[src/rtl/sg_pkg.sv]
// Shared command codes for the sector write-guard.
// Assumes a 4-bit command code delivered by an upstream decoder.
package sg_pkg;
    typedef enum logic [3:0] {
        SG_NOP        = 4'd0,
        SG_PROT_ONE   = 4'd1,
        SG_UNPROT_ONE = 4'd2,
        SG_PROT_ALL   = 4'd3,
        SG_UNPROT_ALL = 4'd4,
        SG_WR_LOCKREG = 4'd5,
        SG_WR_LDEN    = 4'd6,
        SG_LOCKDOWN   = 4'd7,
        SG_FREEZE     = 4'd8
    } sg_op_e;
endpackage

[src/rtl/sg_cmd_gate.sv]
// Command gate: turns one decoded command plus the pin, latch and
// suspension levels into single-purpose update strobes.
// Assumes the register-lock, lockdown-enable and freeze flags come
// from registers in the parent.
module sg_cmd_gate
    import sg_pkg::*;
(
    input  logic       cmd_valid,
    input  logic [3:0] cmd_op,
    input  logic       wp_n,
    input  logic       wel_in,
    input  logic       susp_any,
    input  logic       sprl_q,
    input  logic       lden_q,
    input  logic       frz_q,
    output logic       set_one,
    output logic       clr_one,
    output logic       set_all,
    output logic       clr_all,
    output logic       lock_one,
    output logic       lockreg_we,
    output logic       lden_we,
    output logic       frz_set,
    output logic       wel_clr
);
    sg_op_e op;
    logic   live;
    logic   prot_ok;

    // Decode the command code and the shared qualifiers.
    always_comb begin
        op      = sg_op_e'(cmd_op);
        live    = cmd_valid && wel_in;
        prot_ok = !(sprl_q && !wp_n);
    end

    // Produce one strobe per kind of state change.
    always_comb begin
        set_one    = live && prot_ok && (op == SG_PROT_ONE);
        clr_one    = live && prot_ok && (op == SG_UNPROT_ONE);
        set_all    = live && prot_ok && !susp_any && (op == SG_PROT_ALL);
        clr_all    = live && prot_ok && !susp_any && (op == SG_UNPROT_ALL);
        lockreg_we = live && wp_n && (op == SG_WR_LOCKREG);
        lden_we    = live && (op == SG_WR_LDEN);
        lock_one   = live && lden_q && !frz_q && (op == SG_LOCKDOWN);
        frz_set    = live && lden_q && (op == SG_FREEZE);
        wel_clr    = live && (cmd_op != 4'd0) && (cmd_op <= 4'd8);
    end
endmodule

[src/rtl/sg_sector_bits.sv]
// Per-sector protection and lockdown flags.
// Assumes at most one sector is selected per cycle; global strobes
// win over single-sector strobes. Lockdown flags only ever set.
module sg_sector_bits #(
    parameter int NUM_SECT = 128,
    localparam int SW = $clog2(NUM_SECT)
) (
    input  logic                clk,
    input  logic                rst_n,
    input  logic [SW-1:0]       sel,
    input  logic                set_one,
    input  logic                clr_one,
    input  logic                set_all,
    input  logic                clr_all,
    input  logic                lock_one,
    output logic [NUM_SECT-1:0] prot_vec,
    output logic [NUM_SECT-1:0] lock_vec
);
    for (genvar i = 0; i < NUM_SECT; i++) begin : g_sec
        logic hit;
        assign hit = (sel == SW'(i));

        // Protection flag of sector i.
        always_ff @(posedge clk) begin
            if (!rst_n)                prot_vec[i] <= 1'b1;
            else if (set_all)          prot_vec[i] <= 1'b1;
            else if (clr_all)          prot_vec[i] <= 1'b0;
            else if (hit && set_one)   prot_vec[i] <= 1'b1;
            else if (hit && clr_one)   prot_vec[i] <= 1'b0;
        end

        // Lockdown flag of sector i, set-once.
        always_ff @(posedge clk) begin
            if (!rst_n)                lock_vec[i] <= 1'b0;
            else if (hit && lock_one)  lock_vec[i] <= 1'b1;
        end

        assert_lock_sticky_R6: assert property (@(posedge clk) disable iff (!rst_n)
            lock_vec[i] |=> lock_vec[i]);
    end
endmodule

[src/rtl/sg_summary.sv]
// Summarises the protection flags into a two-bit code:
// 00 none, 01 some, 11 all.
module sg_summary #(
    parameter int NUM_SECT = 128
) (
    input  logic [NUM_SECT-1:0] prot_vec,
    output logic [1:0]          swp
);
    // Reduce the flag vector to the summary code.
    always_comb begin
        swp = {&prot_vec, |prot_vec};
    end
endmodule

[src/rtl/sector_guard.sv]
// Sector write-guard top: holds the register-lock, lockdown-enable and
// freeze flags, instantiates the gate, the per-sector flags and the
// summary, and answers program/erase requests combinationally.
// Assumes one decoded command per cycle and synchronous active-low reset.
module sector_guard #(
    parameter int NUM_SECT = 128,
    parameter int ADDR_W   = 24,
    parameter int SECT_LSB = 16,
    localparam int SW = $clog2(NUM_SECT)
) (
    input  logic              clk,
    input  logic              rst_n,
    input  logic              cmd_valid,
    input  logic [3:0]        cmd_op,
    input  logic              cmd_arg,
    input  logic [ADDR_W-1:0] cmd_addr,
    input  logic              wp_n,
    input  logic              wel_in,
    input  logic              susp_any,
    input  logic [ADDR_W-1:0] req_addr,
    output logic              req_allow,
    output logic              sprl,
    output logic [1:0]        swp,
    output logic              wel_clr
);
    logic                sprl_q, lden_q, frz_q;
    logic                set_one, clr_one, set_all, clr_all, lock_one;
    logic                lockreg_we, lden_we, frz_set;
    logic [NUM_SECT-1:0] prot_vec, lock_vec;
    logic [SW-1:0]       cmd_sec, req_sec;

    assign cmd_sec = cmd_addr[SECT_LSB +: SW];
    assign req_sec = req_addr[SECT_LSB +: SW];

    sg_cmd_gate u_gate (
        .cmd_valid (cmd_valid),
        .cmd_op    (cmd_op),
        .wp_n      (wp_n),
        .wel_in    (wel_in),
        .susp_any  (susp_any),
        .sprl_q    (sprl_q),
        .lden_q    (lden_q),
        .frz_q     (frz_q),
        .set_one   (set_one),
        .clr_one   (clr_one),
        .set_all   (set_all),
        .clr_all   (clr_all),
        .lock_one  (lock_one),
        .lockreg_we(lockreg_we),
        .lden_we   (lden_we),
        .frz_set   (frz_set),
        .wel_clr   (wel_clr)
    );

    sg_sector_bits #(.NUM_SECT(NUM_SECT)) u_bits (
        .clk     (clk),
        .rst_n   (rst_n),
        .sel     (cmd_sec),
        .set_one (set_one),
        .clr_one (clr_one),
        .set_all (set_all),
        .clr_all (clr_all),
        .lock_one(lock_one),
        .prot_vec(prot_vec),
        .lock_vec(lock_vec)
    );

    sg_summary #(.NUM_SECT(NUM_SECT)) u_sum (
        .prot_vec(prot_vec),
        .swp     (swp)
    );

    // Register-lock flag, written only with the pin released.
    always_ff @(posedge clk) begin
        if (!rst_n)          sprl_q <= 1'b0;
        else if (lockreg_we) sprl_q <= cmd_arg;
    end

    // Lockdown-enable flag.
    always_ff @(posedge clk) begin
        if (!rst_n)       lden_q <= 1'b0;
        else if (lden_we) lden_q <= cmd_arg;
    end

    // Freeze flag, set-once.
    always_ff @(posedge clk) begin
        if (!rst_n)       frz_q <= 1'b0;
        else if (frz_set) frz_q <= 1'b1;
    end

    // Request answer from the flags of the requested sector.
    always_comb begin
        req_allow = !prot_vec[req_sec] && !lock_vec[req_sec];
        sprl      = sprl_q;
    end

    assert_deny_locked_R2: assert property (@(posedge clk) disable iff (!rst_n)
        lock_vec[req_sec] |-> !req_allow);
    assert_lockreg_pin_R5: assert property (@(posedge clk) disable iff (!rst_n)
        !wp_n |=> $stable(sprl_q));
    assert_freeze_sticky_R7: assert property (@(posedge clk) disable iff (!rst_n)
        frz_q |=> frz_q);
    assert_suspend_abort_R8: assert property (@(posedge clk) disable iff (!rst_n)
        (cmd_valid && wel_in && susp_any && (cmd_op == 4'd3 || cmd_op == 4'd4))
        |=> $stable(prot_vec));
    assert_no_latch_R9: assert property (@(posedge clk) disable iff (!rst_n)
        (cmd_valid && !wel_in) |=> ($stable(prot_vec) && $stable(lock_vec) && $stable(sprl_q)));
    assert_no_clr_R9: assert property (@(posedge clk) disable iff (!rst_n)
        !wel_in |-> !wel_clr);
endmodule

[config.mk]
export PLATFORM = sky130hd
export DESIGN_NAME = sector_guard
export DESIGN_NICKNAME = d
export VERILOG_FILES = /design/src/rtl/sg_pkg.sv /design/src/rtl/sg_cmd_gate.sv /design/src/rtl/sg_sector_bits.sv /design/src/rtl/sg_summary.sv /design/src/rtl/sector_guard.sv
export SDC_FILE = /design/constraint.sdc
export NUM_CORES = 1
export LEC_CHECK = 0
export ABC_AREA = 1
export BUFFER_PORTS_ARGS = -buffer_cell sky130_fd_sc_hd__buf_2
export CELL_PAD_IN_SITES_DETAIL_PLACEMENT = 1
export CELL_PAD_IN_SITES_GLOBAL_PLACEMENT = 2
export CORE_AREA = 2 2 203 205
export CTS_CLUSTER_DIAMETER = 200
export DETAILED_ROUTE_END_ITERATION = 10
export DIE_AREA = 0 0 205 207
export PLACE_DENSITY_LB_ADDON = 0.1
export SLEW_MARGIN = 25
export SYNTH_ARGS = -nofsm -noshare
export SYNTH_HDL_FRONTEND = slang
export SYNTH_SLANG_ARGS = --single-unit
[constraint.sdc]
create_clock -name clk -period 2 [get_ports clk]
set_input_delay 0.4 -clock clk [delete_from_list [all_inputs] [get_ports clk]]
set_output_delay 0.4 -clock clk [all_outputs]
set_load 0.03 [all_outputs]
==> results.sh, run 1 <==
export IMPL_reg2reg_depth=9
export IMPL_clockPowerShare_pct=49.9
export IMPL_worstMarginPinSlew_ns=0.458
export IMPL_hold_violations=0
export IMPL_synthSimpleGateAreaFrac_pct=37.5
export IMPL_netSwitchingPower_w=0.00329
export IMPL_fin_crit_sh_pct=132
export IMPL_synth_xor_area_share_pct=0
export IMPL_setup_tns_ns=-1.63
export IMPL_hpwl_mm=41.3
export IMPL_internal_power_w=0.00931
export IMPL_syn_area_mm2=0.0136
export IMPL_vias_per_cell=5.34
export IMPL_htreeDepth=2
export IMPL_slowest_stage="nor4_4"
export IMPL_yosysSeqAreaShare_pct=38.2
export IMPL_fin_cells=2836
export IMPL_drv_cap=0
export IMPL_clock_sink_count=259
export IMPL_cts_tree="yes"
export IMPL_hold_path_endpoint="sprl"
export IMPL_muxShareOfSynthArea_pct=0
export IMPL_wirelength_mm=62.6
export IMPL_die_y_um=207
export IMPL_ys_ff_latch=259
export IMPL_p_seq_share_pct=41.2
export IMPL_pin_count=64
export IMPL_synthTopCellsByArea="dfxtp_1 38%, nand2_1 14%, nand3_1 9.4%"
export IMPL_utilization_pct=43.9
export IMPL_p_total_w=0.0126
export IMPL_grt_max_degree=73
export IMPL_postSynthCellCount=2139
export IMPL_yosys_warnings=0
export IMPL_crit_fanout=3
export IMPL_synth_compound_area_share_pct=9.75
export IMPL_startpoint_type="flip-flop"
export IMPL_cp_data_required_time_ns=1.60
export IMPL_cts_hold_buf=0
export IMPL_min_period_ns=2.65
export IMPL_irDropWorstVdd_v=0.000453
export IMPL_cp_arrival_ns=2.25
export IMPL_fin_hold_ws_ns=0.0945
export IMPL_r2r_end="u_bits.prot_vec[10]"
export IMPL_drt_iter0_markers=1264
export IMPL_antenna_found_initial=0
export IMPL_final_antenna_net_count=0
export IMPL_setup_violations=3
export IMPL_grt_pass1_vias=15000
export IMPL_fin_ws_ns=-0.646
export IMPL_initial_core_util_pct=33.6
export IMPL_critPathKind="flip-flop to primary output"
export IMPL_synth_nets=2198
export IMPL_dp_cells=2767
export IMPL_coreArea_mm2=0.0404
export IMPL_crit_chain="inv_2 > nand4_1 > nor4_4 > buf_4 > nand4_1 > or2_4 > buf_6"
export IMPL_p_leak_nw=7.74
export IMPL_maxClockFrequency_mhz=378
export IMPL_num_vias=15100
export IMPL_rows=74
export IMPL_gr_usage_all_layers_pct=29.4
export IMPL_switching_share_pct=26.1
export IMPL_die_w_um=205
export IMPL_clock_skew_ns=0.0167
export IMPL_rsz0062_at_grt="true"
export IMPL_max_stage_delay_ns=0.40
export IMPL_die_area_mm2=0.0424
export IMPL_p_per_area_mw_per_mm2=711
export IMPL_clk_latency_ns=0.55
export IMPL_synthAdderAreaFrac_pct=0
export IMPL_wl_per_cell_um=22.1
export IMPL_drtPass1Iterations=5
export IMPL_port_buffers=29
export IMPL_drive_above_1_share_pct=23.7
export IMPL_reg2reg_from="sprl"
export IMPL_hold_start="cmd_arg"
export IMPL_gp_congestion=0.856
export IMPL_slew_headroom_pct=69.4
export IMPL_synth_top_cell_area_share_pct=38.2
export IMPL_cts_root_buf="clkbuf_16"
export IMPL_p_comb_share_pct=8.9
export IMPL_grt_pass1_wl_mm=94.7
export IMPL_syn_to_final_growth_pct=30.5
export IMPL_gr_total_overflow=0
export IMPL_r2r_slack_ns=0.31
export IMPL_clk_pin_slew_ns=0.06
export IMPL_drc=0
export IMPL_clk_path_buf_depth=3
export IMPL_min_path_type="input port to flip-flop"
export IMPL_diodes=0
export IMPL_status="finished with violations"
export IMPL_avgSynthCellArea_um2=6.35
export IMPL_synth_top_family_by_area="simple AND/OR/NAND/NOR gates"
export IMPL_violations="negative setup slack"
export IMPL_nets=2341
export IMPL_cts_buffers=35
export IMPL_finalMaxSlewViolations=0
export IMPL_cp_end_kind="primary output"
export IMPL_critPathMostFrequentCell="nand4_1"
export IMPL_holdPathStages=3
export IMPL_synth_top_area_cell="dfxtp_1"
export IMPL_synthDistinctLibCells=22
==> worst max-delay path: cells and delay by family, from the launching register on <==
family                 cells  cell delay, ns
AND/OR/NAND/NOR            4            1.01
buffers and inverters      3            0.36
flip-flops                 1            0.33
==> cells in the mapped netlist (all sizes together) <==
| library cell | n |
|---|---|
| nand2 | 522 |
| inv | 306 |
| dfxtp | 259 |
| nand3 | 255 |
| nor2 | 164 |
| nor3 | 136 |
| a21oi | 132 |
| o21ai | 130 |
| buf | 93 |
| nand4 | 62 |
| clkbuf | 54 |
| nor4 | 24 |
| a221oi | 1 |
| or2 | 1 |
==> cell type report <==
type	instances	area (um^2)
flip-flops and latches	259	5280
inverters	306	1160
clock inverters	7	85.1
multi-input cells	1427	7100
well taps	532	666
clock buffers	52	1020
repair buffers	253	2410
fillers	5204	22600
==> repair_timing <==
| action | in CTS | in global routing |
|---|---|---|
| resized for setup | 216 | 58 |
| setup buffers | 13 | 1 |
| cloned | 2 | 0 |
| pin swaps | 71 | 28 |
| endpoints found under the setup margin | 3 | 3 |
==> sequential cells by signal, indices dropped and copies added (netlist names) <==
register and cells:
u_bits.lock_vec 128, u_bits.prot_vec 128, frz_q 1, lden_q 1, sprl 1
==> cell usage in the layout, fill, tap and decap left out, drive strengths merged <==
cell and n:
a221oi 1, dfxtp 259, nor2 164, o21ai 130
inv 306, nand4 62, or2 1, nor3 136
nand3 255, clkbuf 52, a21oi 132, bufbuf 1
buf 252, bufinv 2, nor4 24, nand2 522
clkinv 5
==> power by group through the flow <==
stage               Sequential (W)  Combinational, W  Clock [W]
floorplan                  0.00530          0.000463          0
global placement           0.00530          0.000965          0
detailed placement         0.00530          0.000977          0
CTS                        0.00519           0.00108    0.00640
global route               0.00519           0.00118    0.00658
finish                     0.00519           0.00112    0.00628
==> metal layers <==
layer	share of wire [%]	GRT usage, %	vias up	wire [um]
li1	-	-	7159	-
met1	46	40.6	7549	28900
met2	47	48.2	334	29100
met3	4.3	3.10	104	2720
met4	3.0	8.96	0	1880
met5	0	0	-	0
==> cell families (layout without fill, tap and decap cells) <==
kind of cell,after synthesis,in the layout
flops,259,259
simple gates,1164,1164
compound gates,263,263
buf+inv,453,618
==> worst max-delay path by stage <==
stage                             start   endpoint  slack, ns  depth (start not counted)
finish              u_bits.prot_vec[32]     swp[0]      -0.65                          7
global route        u_bits.prot_vec[61]     swp[1]      -0.69                          8
CTS                 u_bits.prot_vec[32]     swp[0]      -0.68                          7
detailed placement         req_addr[17]  req_allow      -0.49                         12
global placement           req_addr[17]  req_allow      -0.45                         12
floorplan                  req_addr[17]  req_allow       0.09                         10
==> through the flow <==
stage	setup slack, ns	cell area [um^2]
4_1_cts	-0.681	17500
3_3_place_gp	-0.447	15700
5_1_grt	-0.694	17700
2_1_floorplan	0.0921	13600
3_5_place_dp	-0.494	15700
6_report	-0.646	17700
Note: power is estimated with default switching activity, not from simulation.
==> run 2, diff against run 1 <==
--- a/config.mk
+++ b/config.mk
@@ -9,10 +9,11 @@
 export BUFFER_PORTS_ARGS = -buffer_cell sky130_fd_sc_hd__buf_2
 export CELL_PAD_IN_SITES_DETAIL_PLACEMENT = 1
 export CELL_PAD_IN_SITES_GLOBAL_PLACEMENT = 2
-export CORE_AREA = 2 2 203 205
+export CORE_AREA = 2 2 237 239
+export CTS_BUF_LIST = sky130_fd_sc_hd__clkbuf_4
 export CTS_CLUSTER_DIAMETER = 200
 export DETAILED_ROUTE_END_ITERATION = 10
-export DIE_AREA = 0 0 205 207
+export DIE_AREA = 0 0 239 241
 export PLACE_DENSITY_LB_ADDON = 0.1
 export SLEW_MARGIN = 25
 export SYNTH_ARGS = -nofsm -noshare
==> run 2 against run 1 <==
The run still ends with negative setup slack left. First-iteration DRC count decreased by 36%. Critical endpoint unchanged. Final cell count increased by 9.8%. Routed wire length increased by 7.2%. Sequential share of layout area about the same. Clock power decreased by 13%. Power decreased by 6.8%.
==> results.sh, run 2 (synthesized netlist as in run 1, its figures left out) <==
export IMPL_status="finished with violations"
export IMPL_violations="negative setup slack"
export IMPL_grt_pass1_vias=15400
export IMPL_min_path_type="input port to flip-flop"
export IMPL_rsz0062_at_grt="true"
export IMPL_critPathKind="flip-flop to primary output"
export IMPL_gp_congestion=0.875
export IMPL_drive_above_1_share_pct=22.2
export IMPL_slowest_stage="nor4_2"
export IMPL_cp_endpoint="swp[0]"
export IMPL_setup_violations=3
export IMPL_die_w_um=239
export IMPL_antenna_found_initial=3
export IMPL_final_cell_mix="520 x nand2_1, 268 x inv_1, 229 x dfxtp_1, 212 x nand3_1, 210 x buf_4"
export IMPL_reg2reg_depth=9
export IMPL_cts_root_buf="clkbuf_4"
export IMPL_die_area_mm2=0.0576
export IMPL_gr_usage_all_layers_pct=23.6
export IMPL_met1Wirelength_mm=31.1
export IMPL_min_period_ns=3.00
export IMPL_num_vias=15000
export IMPL_r2r_end="u_bits.prot_vec[76]"
export IMPL_drc=0
export IMPL_num_fill_cells=6987
export IMPL_cp_top_family="simple AND/OR/NAND/NOR gates"
export IMPL_place_ws_ns=-0.512
export IMPL_pin_count=64
export IMPL_htreeDepth=3
export IMPL_rows=86
export IMPL_crit_fanout=3
export IMPL_wl_met2_mm=30.9
export IMPL_nets=2423
export IMPL_drtPass1Iterations=4
export IMPL_wl_per_cell_um=21.5
export IMPL_grt_pass1_wl_mm=99.9
export IMPL_hpwl_mm=46.7
export IMPL_drt_iter0_markers=805
export IMPL_port_buffers=29
export IMPL_finalMaxSlewViolations=0
export IMPL_slew_headroom_pct=63.5
export IMPL_crit_chain="inv_2 > nand4_1 > nor4_2 > buf_4 > nand4_1 > or2_4 > buf_6"
export IMPL_die_y_um=241
export IMPL_worstMarginPinSlew_ns=0.547
export IMPL_critPathMostFrequentCell="nand4_1"
export IMPL_cts_buffers=85
export IMPL_p_leak_nw=7.89
export IMPL_coreArea_mm2=0.0549
export IMPL_initial_core_util_pct=24.7
export IMPL_top_layer_used="met5"
export IMPL_vias_per_cell=4.82
export IMPL_clk_latency_ns=0.85
export IMPL_path_buf_inv=3
export IMPL_postLayoutCellArea_mm2=0.0176
export IMPL_syn_to_final_growth_pct=29.5
export IMPL_clk_path_buf_depth=3
export IMPL_maxClockFrequency_mhz=334
export IMPL_cp_data_required_time_ns=1.60
export IMPL_r2r_slack_ns=0.28
export IMPL_fin_ws_ns=-0.998
export IMPL_wl_met3_mm=2.87
export IMPL_cts_tree="yes"
export IMPL_fin_crit_sh_pct=150
export IMPL_final_common_cell="nand2_1"
export IMPL_gr_total_overflow=0
export IMPL_clk_pin_slew_ns=0.06
export IMPL_postPlaceCellArea_mm2=0.0161
export IMPL_p_per_area_mw_per_mm2=667
export IMPL_cp_arrival_ns=2.60
export IMPL_reg2reg_from="sprl"
export IMPL_cp_end_kind="primary output"
export IMPL_wirelength_mm=67.1
export IMPL_clock_skew_ns=0.0441
export IMPL_hold_violations=0
export IMPL_setup_tns_ns=-2.51
export IMPL_drv_cap=0
export IMPL_reg_largest_list="u_bits.lock_vec: 128 flops, u_bits.prot_vec: 128 flops"
export IMPL_clock_sink_count=259
export IMPL_max_stage_delay_ns=0.35
export IMPL_grt_max_degree=90
export IMPL_startpoint_type="flip-flop"
export IMPL_irDropWorstVdd_v=0.000358
export IMPL_final_antenna_net_count=0
export IMPL_multi_input_area_mm2=0.00677
export IMPL_crit_cells=7
export IMPL_critPathLaunch="u_bits.prot_vec[95]"
export IMPL_seq_area_mm2=0.00523
export IMPL_utilization_pct=32.1
run 2: per-layer routing:
layer	vias to the layer above	global-route usage, %
li1	7361	-
met1	7260	30.6
met2	288	38.4
met3	117	4.04
met4	2	10.5
met5	-	0
run 2: final cells by class:
class / count / area share [%]
Multi-Input combinational cell: 1427 / 38.5
Sequential cell: 259 / 29.7
Timing Repair Buffer: 285 / 14.6
Inverter: 306 / 6.59
Clock buffer: 123 / 5.25
Tap cell: 704 / 5.01
Clock inverter: 9 / 0.341
Antenna cell: 2 / 0.0284
run 2: worst min-delay path by stage:
stage / from / to / slack, ns / cells after the start
after global routing: cmd_op[1] / u_bits.lock_vec[37] / 0.18 / 6
after CTS: susp_any / u_bits.prot_vec[93] / 0.07 / 6
final: susp_any / u_bits.prot_vec[93] / 0.16 / 6
after detailed placement: lden_q / lden_q / 0.44 / 2
after global placement: lden_q / lden_q / 0.44 / 2
after floorplan: lden_q / lden_q / 0.42 / 2
run 2: tightest hold or removal path: stages:
cell and delay, ns:
buf_2 0.09, inv_1 0.03, nand4_1 0.14, buf_12 0.16
nand2_1 0.06, nand2_1 0.05
run 2: timing repair:
action | 4_1_cts | 5_1_grt
hold endpoints to repair | 3 | 0
resized for setup | 77 | 68
pin swaps | 22 | 22
endpoints found under the setup margin | 3 | 3
hold buffers | 5 | 0
buffers inserted | 4 | 7
run 2: power breakdown:
group | internal [W] | total [W] | switching [W]
Combinational | 0.000344 | 0.00108 | 0.000741
Sequential | 0.00518 | 0.00519 | 0.0000128
Clock | 0.00287 | 0.00546 | 0.00259
run 2: per-stage QoR:
step | instances | power (W) | hold slack, ns
finish | 3115 | 0.0117 | 0.161
global route | 3115 | 0.0123 | 0.177
CTS | 3108 | 0.0120 | 0.0689
detailed placement | 2967 | 0.00632 | 0.442
global placement | 2967 | 0.00631 | 0.439
floorplan | 2139 | 0.00576 | 0.423
==> run 3, diff against run 2 <==
--- a/config.mk
+++ b/config.mk
@@ -5,15 +5,14 @@
 export SDC_FILE = /design/constraint.sdc
 export NUM_CORES = 1
 export LEC_CHECK = 0
-export ABC_AREA = 1
 export BUFFER_PORTS_ARGS = -buffer_cell sky130_fd_sc_hd__buf_2
 export CELL_PAD_IN_SITES_DETAIL_PLACEMENT = 1
 export CELL_PAD_IN_SITES_GLOBAL_PLACEMENT = 2
-export CORE_AREA = 2 2 237 239
+export CORE_AREA = 2 2 225 227
 export CTS_BUF_LIST = sky130_fd_sc_hd__clkbuf_4
 export CTS_CLUSTER_DIAMETER = 200
 export DETAILED_ROUTE_END_ITERATION = 10
-export DIE_AREA = 0 0 239 241
+export DIE_AREA = 0 0 227 229
 export PLACE_DENSITY_LB_ADDON = 0.1
 export SLEW_MARGIN = 25
 export SYNTH_ARGS = -nofsm -noshare
==> run 3 against run 2 <==
The flow still finishes with violations (negative setup slack). Core utilization grew 1.9 points. Critical path type unchanged. Sequential share of layout area grew 1.1 points. Cell area shrank 4.1%.
==> results.sh, run 3 <==
export IMPL_status="finished with violations"
export IMPL_violations="negative setup slack"
export IMPL_synth_nets=1603
export IMPL_postSynthCellCount=1544
export IMPL_coreArea_mm2=0.0497
export IMPL_avgSynthCellArea_um2=7.91
export IMPL_r2r_slack_ns=0.02
export IMPL_clock_skew_ns=0.0389
export IMPL_cts_root_buf="clkbuf_4"
export IMPL_final_common_cell="buf_4"
export IMPL_place_ws_ns=-0.911
export IMPL_grt_max_degree=58
export IMPL_antenna_found_initial=1
export IMPL_min_path_type="input port to flip-flop"
export IMPL_fin_ws_ns=-1.11
export IMPL_synth_top_area_cell="dfxtp_1"
export IMPL_ys_ff_latch=259
export IMPL_hold_path_endpoint="lden_q"
export IMPL_yosys_warnings=0
export IMPL_htreeDepth=3
export IMPL_grtUsageMet3_pct=4.18
export IMPL_reg_largest_list="u_bits.lock_vec: 128 flops, u_bits.prot_vec: 128 flops"
export IMPL_holdPathStages=4
export IMPL_gr_total_overflow=0
export IMPL_hold_violations=0
export IMPL_final_cell_mix="245 x buf_4, 237 x dfxtp_1, 199 x nor2_1, 141 x o21ai_1, 140 x nand2_1"
export IMPL_die_y_um=229
export IMPL_postLayoutCellArea_mm2=0.0169
export IMPL_irDropWorstVdd_v=0.000382
export IMPL_synthDistinctLibCells=47
export IMPL_drv_cap=0
export IMPL_syn_area_mm2=0.0122
export IMPL_drc=0
export IMPL_grt_pass1_vias=13300
export IMPL_cts_tree="yes"
export IMPL_clk_pin_slew_ns=0.07
export IMPL_r2r_end="u_bits.prot_vec[5]"
export IMPL_utilization_pct=34.0
export IMPL_rows=82
export IMPL_gr_usage_all_layers_pct=23.5
export IMPL_setup_tns_ns=-2.87
export IMPL_drtPass1Iterations=7
export IMPL_initial_core_util_pct=24.6
export IMPL_cp_arrival_ns=2.71
export IMPL_p_leak_nw=6.15
export IMPL_synthTopCellsByArea="dfxtp_1 42%, a21o_1 8.0%, o21a_1 7.9%"
export IMPL_hold_start="cmd_op[0]"
export IMPL_postPlaceCellArea_mm2=0.0154
export IMPL_hpwl_mm=42.2
export IMPL_min_period_ns=3.11
export IMPL_wl_per_cell_um=24.1
export IMPL_final_antenna_net_count=0
export IMPL_fin_crit_sh_pct=156
export IMPL_gr_max_usage_layer="met2"
export IMPL_vias_per_cell=5.12
export IMPL_nets=1894
export IMPL_reg2reg_from="sprl"
export IMPL_clockPowerShare_pct=44.6
export IMPL_drt_iter0_markers=863
export IMPL_clk_latency_ns=0.82
export IMPL_synth_top_cell_area_share_pct=42.4
export IMPL_cp_data_required_time_ns=1.60
export IMPL_setup_violations=3
export IMPL_synthArstFlopShare_pct=0
export IMPL_p_seq_share_pct=46.2
export IMPL_reg2reg_depth=9
export IMPL_crit_fanout=2
export IMPL_synth_edf_count=0
export IMPL_finalMaxSlewViolations=0
export IMPL_globalRouteMet2Util_pct=37.4
export IMPL_internal_power_w=0.00814
export IMPL_p_comb_share_pct=9.2
export IMPL_num_vias=13000
export IMPL_p_per_area_mw_per_mm2=667
export IMPL_netSwitchingPower_w=0.00313
export IMPL_cp_end_kind="primary output"
export IMPL_clock_sink_count=259
export IMPL_syn_to_final_growth_pct=38.1
export IMPL_port_buffers=29
export IMPL_maxClockFrequency_mhz=321
export IMPL_grt_util_met1_pct=31.6
export IMPL_startpoint_type="flip-flop"
export IMPL_gp_congestion=0.826
export IMPL_grt_pass1_wl_mm=88.9
export IMPL_switching_share_pct=27.8
export IMPL_rsz0062_at_grt="true"
export IMPL_yosys_top_cells_count="259 x dfxtp_1, 206 x nor2_1, 184 x o21ai_0"
export IMPL_die_w_um=227
export IMPL_ys_dominant_reg_cell="dfxtp_1"
export IMPL_cts_buffers=81
export IMPL_p_total_w=0.0113
export IMPL_clk_path_buf_depth=3
export IMPL_num_fill_cells=5956
export IMPL_drive_above_1_share_pct=28.9
export IMPL_die_area_mm2=0.0520
export IMPL_slew_headroom_pct=44.6
export IMPL_critPathKind="flip-flop to primary output"
export IMPL_worstMarginPinSlew_ns=0.819
export IMPL_yosysSeqAreaShare_pct=42.4
export IMPL_synth_most_common_cell="dfxtp_1"
export IMPL_pin_count=64
export IMPL_wirelength_mm=61.4
run 3: changes by cell type after synthesis, sizes merged, moves of 22 or more:
| cell | before | now |
|---|---|---|
| a21o | 0 | 131 |
| a21oi | 132 | 36 |
| buf | 93 | 41 |
| clkbuf | 54 | 80 |
| inv | 306 | 1 |
| nand2 | 522 | 143 |
| nand3 | 255 | 4 |
| nor2 | 164 | 206 |
| nor3 | 136 | 72 |
| nor4 | 24 | 46 |
| o21a | 0 | 129 |
| o21ai | 130 | 260 |
run 3: metal layers:
layer	wire [um]	share of wire [%]
met2	28200	46
met3	2420	3.9
met4	1930	3.1
met1	28900	47
met5	0	0
run 3: repair_timing:
item                                   4_1_cts  5_1_grt
pin swaps                                   17       20
setup buffers                                0        2
setup endpoints to repair                    3       83
endpoints found under the hold margin        4        0
gates resized for setup                     52      129
cloned                                       0        3
hold buffers                                 6        0
run 3: cell families (layout without fill, tap and decap cells):
group	count (synthesis)	count (layout)	share of synthesized area, %
compound gates	615	615	32.0
xor+xnor	1	1	0.0717
buf+inv	122	451	4.65
mux	1	1	0.0819
simple gates	546	546	20.8
other cells	0	1	0
flops	259	259	42.4
run 3: per-stage QoR:
stage	hold slack [ns]	cells
floorplan	0.433	1544
global placement	0.446	2414
detailed placement	0.453	2414
CTS	0.00160	2540
global route	0.0796	2546
finish	0.106	2546
run 3: power by group through the flow:
| stage | clock network [W] | registers, W | logic, W |
|---|---|---|---|
| 2_1_floorplan | 0 | 0.00531 | 0.000416 |
| 3_3_place_gp | 0 | 0.00531 | 0.000967 |
| 3_5_place_dp | 0 | 0.00531 | 0.000972 |
| 4_1_cts | 0.00526 | 0.00520 | 0.00102 |
| 5_1_grt | 0.00549 | 0.00520 | 0.00110 |
| 6_report | 0.00503 | 0.00520 | 0.00104 |
run 3: final cells by class:
type / count / area [um^2] / area share (%)
multi-input cells: 1163 / 6930 / 41.1
flip-flops and latches: 259 / 5210 / 30.9
repair buffers: 329 / 3000 / 17.8
clock buffers: 115 / 863 / 5.11
well taps: 672 / 841 / 4.98
clock inverters: 6 / 22.5 / 0.133
inverters: 1 / 3.75 / 0.0222
diodes: 1 / 2.50 / 0.0148
run 3: worst max-delay path by stage:
stage                              from         to  slack, ns  cells past startpoint
floorplan                  req_addr[17]  req_allow      -0.22                      8
global placement           req_addr[17]  req_allow      -0.88                      9
detailed placement         req_addr[18]  req_allow      -0.91                     10
CTS                 u_bits.prot_vec[62]  req_allow      -1.18                      8
global route        u_bits.prot_vec[32]  req_allow      -1.22                      7
finish              u_bits.lock_vec[34]  req_allow      -1.11                      7
run 3: critical path, cell delays in order, from the launching register on:
cell,delay [ns]
dfxtp_1,0.32
nor2_2,0.17
a211oi_2,0.09
o311ai_1,0.26
buf_4,0.17
or4b_4,0.46
nand4_1,0.22
buf_6,0.18
